File: src/rtl/rxf_pkg.sv
`timescale 1ns/1ps
package rxf_pkg;
  localparam int unsigned WIN_COMPACT = 10;
  localparam int unsigned WIN_EXTENDED = 13;
  localparam int unsigned MAX_DATA = 8;

  typedef logic [4:0] len_t;

  // data part of a record: none for remote frames, DLC clamped to 8
  function automatic len_t data_part(input logic remote, input logic [3:0] dlc);
    if (remote) return '0;
    if (dlc > 4'd8) return len_t'(MAX_DATA);
    return {1'b0, dlc};
  endfunction

  // full record length decoded from the first two header bytes
  function automatic len_t record_len(input logic ext, input logic [7:0] h0,
                                      input logic [7:0] h1);
    len_t head;
    if (ext) begin
      head = h0[7] ? 5'd5 : 5'd3;
      return head + data_part(h0[6], h0[3:0]);
    end
    return 5'd2 + data_part(h1[4], h1[3:0]);
  endfunction

  function automatic len_t window_size(input logic ext);
    return ext ? len_t'(WIN_EXTENDED) : len_t'(WIN_COMPACT);
  endfunction
endpackage

File: src/rtl/rxf_ram.sv
`timescale 1ns/1ps
module rxf_ram #(
  parameter int unsigned DEPTH = 64,
  parameter int unsigned AW    = 6
) (
  input  logic          clk,
  input  logic          we,
  input  logic [AW-1:0] waddr,
  input  logic [7:0]    wdata,
  input  logic [AW-1:0] a_raw,
  input  logic [AW-1:0] a_win,
  input  logic [AW-1:0] a_h0,
  input  logic [AW-1:0] a_h1,
  output logic [7:0]    d_raw,
  output logic [7:0]    d_win,
  output logic [7:0]    d_h0,
  output logic [7:0]    d_h1
);
  logic [7:0] mem [DEPTH];

  always_ff @(posedge clk) begin
    if (we) mem[waddr] <= wdata;
  end

  assign d_raw = mem[a_raw];
  assign d_win = mem[a_win];
  assign d_h0  = mem[a_h0];
  assign d_h1  = mem[a_h1];
endmodule

File: src/rtl/rxf_wr_ctrl.sv
`timescale 1ns/1ps
module rxf_wr_ctrl
  import rxf_pkg::*;
#(
  parameter int unsigned DEPTH  = 64,
  parameter int unsigned AW     = 6,
  parameter int unsigned FILLW  = 7,
  parameter int unsigned MAXREC = 13
) (
  input  logic             clk,
  input  logic             rst_n,
  input  logic             wr_valid,
  input  logic [7:0]       wr_byte,
  input  logic             wr_commit,
  input  logic             wr_abort,
  input  logic [FILLW-1:0] fill,
  input  logic             msg_full,
  output logic             we,
  output logic [AW-1:0]    waddr,
  output logic [7:0]       wdata,
  output logic             commit_ok,
  output logic             commit_rej,
  output len_t             commit_len
);
  logic [AW-1:0]    wptr;
  len_t             wcnt;
  logic             bad;
  logic [FILLW-1:0] free_bytes;
  logic             byte_take;
  logic             byte_fits;

  assign free_bytes = FILLW'(DEPTH) - fill;
  assign byte_take  = wr_valid && !wr_commit && !wr_abort;
  assign byte_fits  = (wcnt < len_t'(MAXREC)) && (FILLW'(wcnt) < free_bytes);

  assign we    = byte_take && byte_fits && !bad;
  assign waddr = wptr + AW'(wcnt);
  assign wdata = wr_byte;

  assign commit_ok  = wr_commit && !bad && !msg_full && (wcnt != '0);
  assign commit_rej = wr_commit && (bad || (msg_full && (wcnt != '0)));
  assign commit_len = wcnt;

  always_ff @(posedge clk) begin
    if (!rst_n) begin
      wptr <= '0;
      wcnt <= '0;
      bad  <= 1'b0;
    end else if (wr_commit || wr_abort) begin
      if (commit_ok) wptr <= wptr + AW'(wcnt);
      wcnt <= '0;
      bad  <= 1'b0;
    end else if (byte_take && !bad) begin
      if (byte_fits) wcnt <= wcnt + 5'd1;
      else           bad  <= 1'b1;
    end
  end
endmodule

File: src/rtl/rxf_rd_ctrl.sv
`timescale 1ns/1ps
module rxf_rd_ctrl
  import rxf_pkg::*;
#(
  parameter int unsigned AW = 6
) (
  input  logic          clk,
  input  logic          rst_n,
  input  logic          ext_mode,
  input  logic          rd_release,
  input  logic          msg_empty,
  input  logic [7:0]    h0,
  input  logic [7:0]    h1,
  input  logic [3:0]    win_idx,
  output logic [AW-1:0] a_h0,
  output logic [AW-1:0] a_h1,
  output logic [AW-1:0] a_win,
  output logic          win_valid,
  output logic          release_go,
  output len_t          rel_len
);
  logic [AW-1:0] rptr;

  assign a_h0       = rptr;
  assign a_h1       = rptr + AW'(1);
  assign a_win      = rptr + AW'(win_idx);
  assign win_valid  = len_t'(win_idx) < window_size(ext_mode);
  assign release_go = rd_release && !msg_empty;
  assign rel_len    = record_len(ext_mode, h0, h1);

  always_ff @(posedge clk) begin
    if (!rst_n)          rptr <= '0;
    else if (release_go) rptr <= rptr + AW'(rel_len);
  end
endmodule

File: src/rtl/rxf_msg_fifo.sv
`timescale 1ns/1ps
module rxf_msg_fifo
  import rxf_pkg::*;
#(
  parameter int unsigned DEPTH    = 64,
  parameter int unsigned MAX_MSGS = 32,
  parameter int unsigned MAXREC   = 13,
  localparam int unsigned AW      = $clog2(DEPTH),
  localparam int unsigned FILLW   = $clog2(DEPTH + 1),
  localparam int unsigned CNTW    = $clog2(MAX_MSGS + 1)
) (
  input  logic            clk,
  input  logic            rst_n,
  input  logic            ext_mode,
  input  logic            wr_valid,
  input  logic [7:0]      wr_byte,
  input  logic            wr_commit,
  input  logic            wr_abort,
  input  logic            rd_release,
  input  logic            clr_overrun,
  input  logic [3:0]      win_idx,
  output logic [7:0]      win_data,
  input  logic [AW-1:0]   raw_addr,
  output logic [7:0]      raw_data,
  output logic [CNTW-1:0] msg_count,
  output logic            data_avail,
  output logic            overrun
);
  logic [CNTW-1:0]  count_q;
  logic [FILLW-1:0] fill_q;
  logic             ovf_q;

  // named internal events, observed by the bound checker
  logic          commit_ok, commit_rej, release_go, win_valid, we;
  len_t          commit_len, rel_len;
  logic [AW-1:0] waddr, a_h0, a_h1, a_win;
  logic [7:0]    wdata, d_h0, d_h1, d_win;
  logic          msg_full, msg_empty;

  assign msg_full  = (count_q == CNTW'(MAX_MSGS));
  assign msg_empty = (count_q == '0);

  rxf_ram #(.DEPTH(DEPTH), .AW(AW)) u_ram (
    .clk(clk), .we(we), .waddr(waddr), .wdata(wdata),
    .a_raw(raw_addr), .a_win(a_win), .a_h0(a_h0), .a_h1(a_h1),
    .d_raw(raw_data), .d_win(d_win), .d_h0(d_h0), .d_h1(d_h1)
  );

  rxf_wr_ctrl #(.DEPTH(DEPTH), .AW(AW), .FILLW(FILLW), .MAXREC(MAXREC)) u_wr (
    .clk(clk), .rst_n(rst_n), .wr_valid(wr_valid), .wr_byte(wr_byte),
    .wr_commit(wr_commit), .wr_abort(wr_abort), .fill(fill_q),
    .msg_full(msg_full), .we(we), .waddr(waddr), .wdata(wdata),
    .commit_ok(commit_ok), .commit_rej(commit_rej), .commit_len(commit_len)
  );

  rxf_rd_ctrl #(.AW(AW)) u_rd (
    .clk(clk), .rst_n(rst_n), .ext_mode(ext_mode), .rd_release(rd_release),
    .msg_empty(msg_empty), .h0(d_h0), .h1(d_h1), .win_idx(win_idx),
    .a_h0(a_h0), .a_h1(a_h1), .a_win(a_win), .win_valid(win_valid),
    .release_go(release_go), .rel_len(rel_len)
  );

  always_ff @(posedge clk) begin
    if (!rst_n) begin
      count_q <= '0;
      fill_q  <= '0;
      ovf_q   <= 1'b0;
    end else begin
      count_q <= count_q + CNTW'(commit_ok) - CNTW'(release_go);
      fill_q  <= fill_q + (commit_ok ? FILLW'(commit_len) : '0)
                        - (release_go ? FILLW'(rel_len) : '0);
      if (commit_rej)       ovf_q <= 1'b1;
      else if (clr_overrun) ovf_q <= 1'b0;
    end
  end

  assign win_data   = win_valid ? d_win : 8'h00;
  assign msg_count  = count_q;
  assign data_avail = !msg_empty;
  assign overrun    = ovf_q;
endmodule

File: config.mk
export PLATFORM = sky130hd
export DESIGN_NAME = rxf_msg_fifo
export DESIGN_NICKNAME = d
export VERILOG_FILES = /design/src/rtl/rxf_pkg.sv /design/src/rtl/rxf_ram.sv /design/src/rtl/rxf_wr_ctrl.sv /design/src/rtl/rxf_rd_ctrl.sv /design/src/rtl/rxf_msg_fifo.sv
export SDC_FILE = /design/constraint.sdc
export NUM_CORES = 1
export LEC_CHECK = 0
export ABC_AREA = 0
export BUFFER_PORTS_ARGS = -buffer_cell sky130_fd_sc_hd__buf_2
export CAP_MARGIN = 40
export CORE_MARGIN = 2
export CORE_UTILIZATION = 37
export CTS_BUF_LIST = sky130_fd_sc_hd__clkbuf_2 sky130_fd_sc_hd__clkbuf_4 sky130_fd_sc_hd__clkbuf_8
export CTS_CLUSTER_SIZE = 24
export DETAILED_ROUTE_END_ITERATION = 7
export GPL_TIMING_DRIVEN = 0
export PLACE_DENSITY = 0.51
export SLEW_MARGIN = 20
export SYNTH_ARGS = -nofsm -noshare
export SYNTH_HDL_FRONTEND = slang
export SYNTH_SLANG_ARGS = --single-unit
File: constraint.sdc
create_clock -name clk -period 16.43 [get_ports clk]
set_input_delay 1.643 -clock clk [delete_from_list [all_inputs] [get_ports clk]]
set_output_delay 1.643 -clock clk [all_outputs]
set_load 0.005 [all_outputs]
==> impl_summary.log <==
[metrics] run status: completed
[metrics] switching share of power: between 40% and 50%
[metrics] data arrival at the endpoint of the critical path: between 5 and 6 ns
[metrics] share of the clock period used by the worst path after layout: 45.8%
[metrics] Clock transition at path regs: 0.06 ns
[metrics] vertical die dimension: 299 um
[metrics] Combinational Power Share: 54.7%
[metrics] DRC violation count after routing: 0
[metrics] global-route wire length before repair: roughly 180000 um
[metrics] Total Routed Length: 135000 um
[metrics] number of I/O pins: 50
[metrics] RePlAce Congestion: 0.993
[metrics] worst-path cell chain: buf_2 > ha_1 > fa_1 > clkbuf_1 > buf_6 > clkbuf_2 > mux4_2 > mux4_2 > mux2i_1 > nand2_1 > and3_1 > buf_2
[metrics] launch point of the worst path: win_idx[0]
[metrics] number of DRC markers after the initial detailed-route iteration: 3730
[metrics] width of the die: approximately 300 um
[metrics] Final HPWL DP: 98400 um
[metrics] synthesized netlist cell count: roughly 1700
[metrics] class of the worst hold path: flop to flop
[metrics] peak per-stage delay on the critical path: 0.68 ns
[metrics] count of port buffers added during placement: 43
[metrics] aggregate global routing overflow: 0
[metrics] leakage power of the design: 11.9 nW
[metrics] share of the yosys chip area belonging to registers: 50.0%
[metrics] Vias: 21700
[metrics] number of synthesized flops with an enable pin: slightly above 500
[metrics] hold buffers post-CTS: 0
[metrics] highest clock rate: between 100 and 150 MHz
[metrics] Yosys Warn Count: 0
[metrics] category of cells accounting for the largest share of critical-path delay: buffers and inverters
[metrics] die area: 89700 um2
[metrics] cell row count: about 110
[metrics] layout cell share with drive strength beyond 1: a little under half
[metrics] deepest level of the CTS H-tree: 3
[metrics] number of buffers on the longest clock path: 3
[metrics] vias in the first global route: 21100
[metrics] most common flop cell mapped by yosys: edfxtp_1
[metrics] hold path startpoint: overrun
[metrics] TritonCTS clock tree: built
[metrics] worst-margin pin slew: about 0.92 ns
[metrics] buffers inserted by post-CTS timing repair: 0
[metrics] required time of the critical path: 14.79 ns
[metrics] CP max FO: 10
[metrics] internal reg-to-reg setup slack: 9.19 ns
[metrics] Final Max Slew Viols: 0
[metrics] net total in the final layout: 2029
[metrics] sequential group share of total power: between 20% and 30%
[metrics] initial cell density of the core: 37.3%
[metrics] maxcap violations: 0
[metrics] crit path time final: 7.53 ns
[metrics] final number of hold-violating endpoints: 0
[metrics] relative max-transition margin: 38.7%
[metrics] type of origin of the critical path: input port
[metrics] Core Box Area: 86600 um2
[metrics] Vias/cell: 6.80
[metrics] Hold Crit Depth: 2
[metrics] Worst R2R Path Depth: 22
[metrics] synthesized flop and latch total: 550
[metrics] ANT nets after route: 0
[metrics] number of gates given a new drive strength after cts: 0
[metrics] PD cells: 174 nW/um2
[metrics] area added between synthesis and finish: 14.7%
[metrics] mean instance size in the synthesized netlist: 18.7 um2
[metrics] worst min-delay path endpoint: overrun
[metrics] total clock buffers created by CTS: 100
[metrics] synthesized net count: 1805
[metrics] proportion of power drawn by the clock network: 20.7%
[metrics] insertion delay of the later-clocked pin in the worst-skew pair: 0.75 ns
[metrics] NetSw: around 2.7 mW
[metrics] area of combinational cells with multiple inputs: 15500 um2
[metrics] antenna violations before repair: 6
[metrics] number of endpoints failing setup at the final stage: 0
[metrics] setup TNS after final layout: 0 ns
[metrics] final setup skew: 0.0431 ns
[metrics] number of sinks on the clock net: between 500 and 600
[metrics] clock root buffer: clkbuf_8
[metrics] FFs w/ async S/R, synth: 0%
[metrics] maximum number of pins on one net before global-route repair: 65
[metrics] P_int: 3.76 mW
[metrics] highest ir drop seen on vdd: 94.6 uV
[metrics] kind of end point of the critical path: output pin
[metrics] final cell count without fillers: roughly 3200
[metrics] unrepaired setup endpoints after global routing: false
[metrics] Layout fillers: 7594
[metrics] Critical-path top delay cell: fa_1
[metrics] area of all sequential standard cells: 16100 um2
[metrics] buffering stage count on the worst path with inverters included: 5
[metrics] Routed wire per std cell: about 42 um
[metrics] WS Path Type: input port to output pin
[metrics] Syn Std Cell Area: 32300 um2
[metrics] overall routing resource usage: 30.2%
[metrics] Cell Count Post-Placement: 2997
[metrics] reg-to-reg endpoint: fill_q[5]
[metrics] Cell variety after synth: 57
[metrics] drt first pass iters: 5
## cell type report
class / instances / share of cell area (%)
inverter: 41 / 0.416
clock buffer: 122 / 4.20
buffer: 138 / 1.77
multi-input combinational: 997 / 42.0
sequential: 550 / 43.6
clock inverter: 58 / 1.12
timing repair buffer: 122 / 2.98
tap: 1155 / 3.90
antenna: 6 / 0.0405
## worst max path at each step
stage | end | slack (ns) | cells past startpoint
6_report | win_data[7] | 8.90 | 12
3_5_place_dp | win_data[7] | 9.02 | 11
2_1_floorplan | win_data[0] | 10.60 | 9
5_1_grt | fill_q[5] | 8.92 | 22
3_3_place_gp | win_data[7] | 8.39 | 11
4_1_cts | win_data[7] | 9.02 | 11
## synth_stat cells, types with 3 or more instances
library cell,count,share of area [%]
mux4_2,536,37
edfxtp_1,512,48
nor2_1,83,0.96
clkbuf_1,70,0.81
nand2_1,59,0.69
ha_1,43,1.7
inv_1,41,0.48
dfxtp_1,38,2.4
mux2i_1,36,1.1
buf_1,34,0.40
and2_1,23,0.45
buf_2,23,0.36
xnor2_1,22,0.60
a21oi_1,18,0.28
and3_1,16,0.31
nor2b_1,14,0.27
a21o_1,13,0.30
o21ai_0,13,0.20
xor2_1,13,0.35
fa_1,10,0.62
buf_4,9,0.21
nand2b_1,9,0.17
o22ai_1,9,0.17
nand3_1,8,0.12
mux2_2,7,0.24
a21boi_0,5,0.12
nor3_1,4,0.062
or3_1,4,0.077
or4_1,4,0.093
a221oi_1,3,0.081
a41oi_1,3,0.081
mux4_1,3,0.24
o21a_1,3,0.070
o21bai_1,3,0.070
o221ai_1,3,0.081
o31ai_1,3,0.070
## registers in the layout (all words and copies together) (netlist names), named ones only
signal           count
fill_q               7
msg_count            6
overrun              1
u_ram.mem          512
u_rd.a_h0            6
u_wr.bad             1
u_wr.commit_len      5
u_wr.wptr            6
## tightest hold or removal path: stages, from the launching register on
cell and delay [ns]:
dfxtp_1 0.31, nand2b_1 0.06, a21boi_0 0.07
## logic make-up (layout without fill, tap and decap cells)
kind of cell	count (synthesis)	in the layout	synth area share, %
other cells	0	6	0
buf+inv	179	481	2.32
xor+xnor	35	35	0.949
simple gates	237	237	3.54
mux	582	582	39.0
flops	550	550	50.0
compound gates	90	90	1.96
fa+ha+maj	53	53	2.29
## per-layer routing
| layer | vias up | wire, um | track usage, % |
|---|---|---|---|
| li1 | 7973 | - | - |
| met1 | 11500 | 49600 | 39.3 |
| met2 | 1796 | 60300 | 45.4 |
| met3 | 387 | 17100 | 10.2 |
| met4 | 4 | 7940 | 15.0 |
| met5 | - | 26 | 0 |
## placed cells by master, fill, tap and decap left out, types with 13 or more instances in the layout
cell and n:
mux4_2 536, inv_1 41, clkbuf_1 47, mux2i_1 36, clkbuf_4 22, clkinv_1 32
and3_1 16, buf_6 39, ha_1 43, dfxtp_1 38, nor2_2 36, buf_4 37
and2_1 23, xnor2_1 18, edfxtp_1 512, clkbuf_2 23, clkbuf_8 102, clkinv_2 16
nor2b_1 14, buf_2 88, a21oi_1 18, a21o_1 13, nand2_1 59, nor2_1 47
## power by group through the flow
stage / Clock [mW] / Sequential (mW) / Combinational (mW)
floorplan: 0 / 1.61 / 2.05
global placement: 0 / 1.62 / 3.34
detailed placement: 0 / 1.62 / 3.41
CTS: 1.35 / 1.59 / 3.43
global route: 1.40 / 1.59 / 3.60
finish: 1.33 / 1.59 / 3.54
## through the flow
step | hold slack [ns] | setup slack (ns) | power (mW) | util, % | instance area, um2
after global routing | 0.537 | 8.92 | 6.59 | 42.7 | 37000
after CTS | 0.500 | 9.02 | 6.37 | 42.7 | 37000
after floorplan | 0.470 | 10.60 | 3.65 | - | 32300
final | 0.486 | 8.90 | 6.46 | 42.8 | 37000
after global placement | 0.471 | 8.39 | 4.96 | 39.2 | 34000
after detailed placement | 0.491 | 9.02 | 5.03 | 40.4 | 35000
Note: power is estimated with default switching activity, not from simulation.
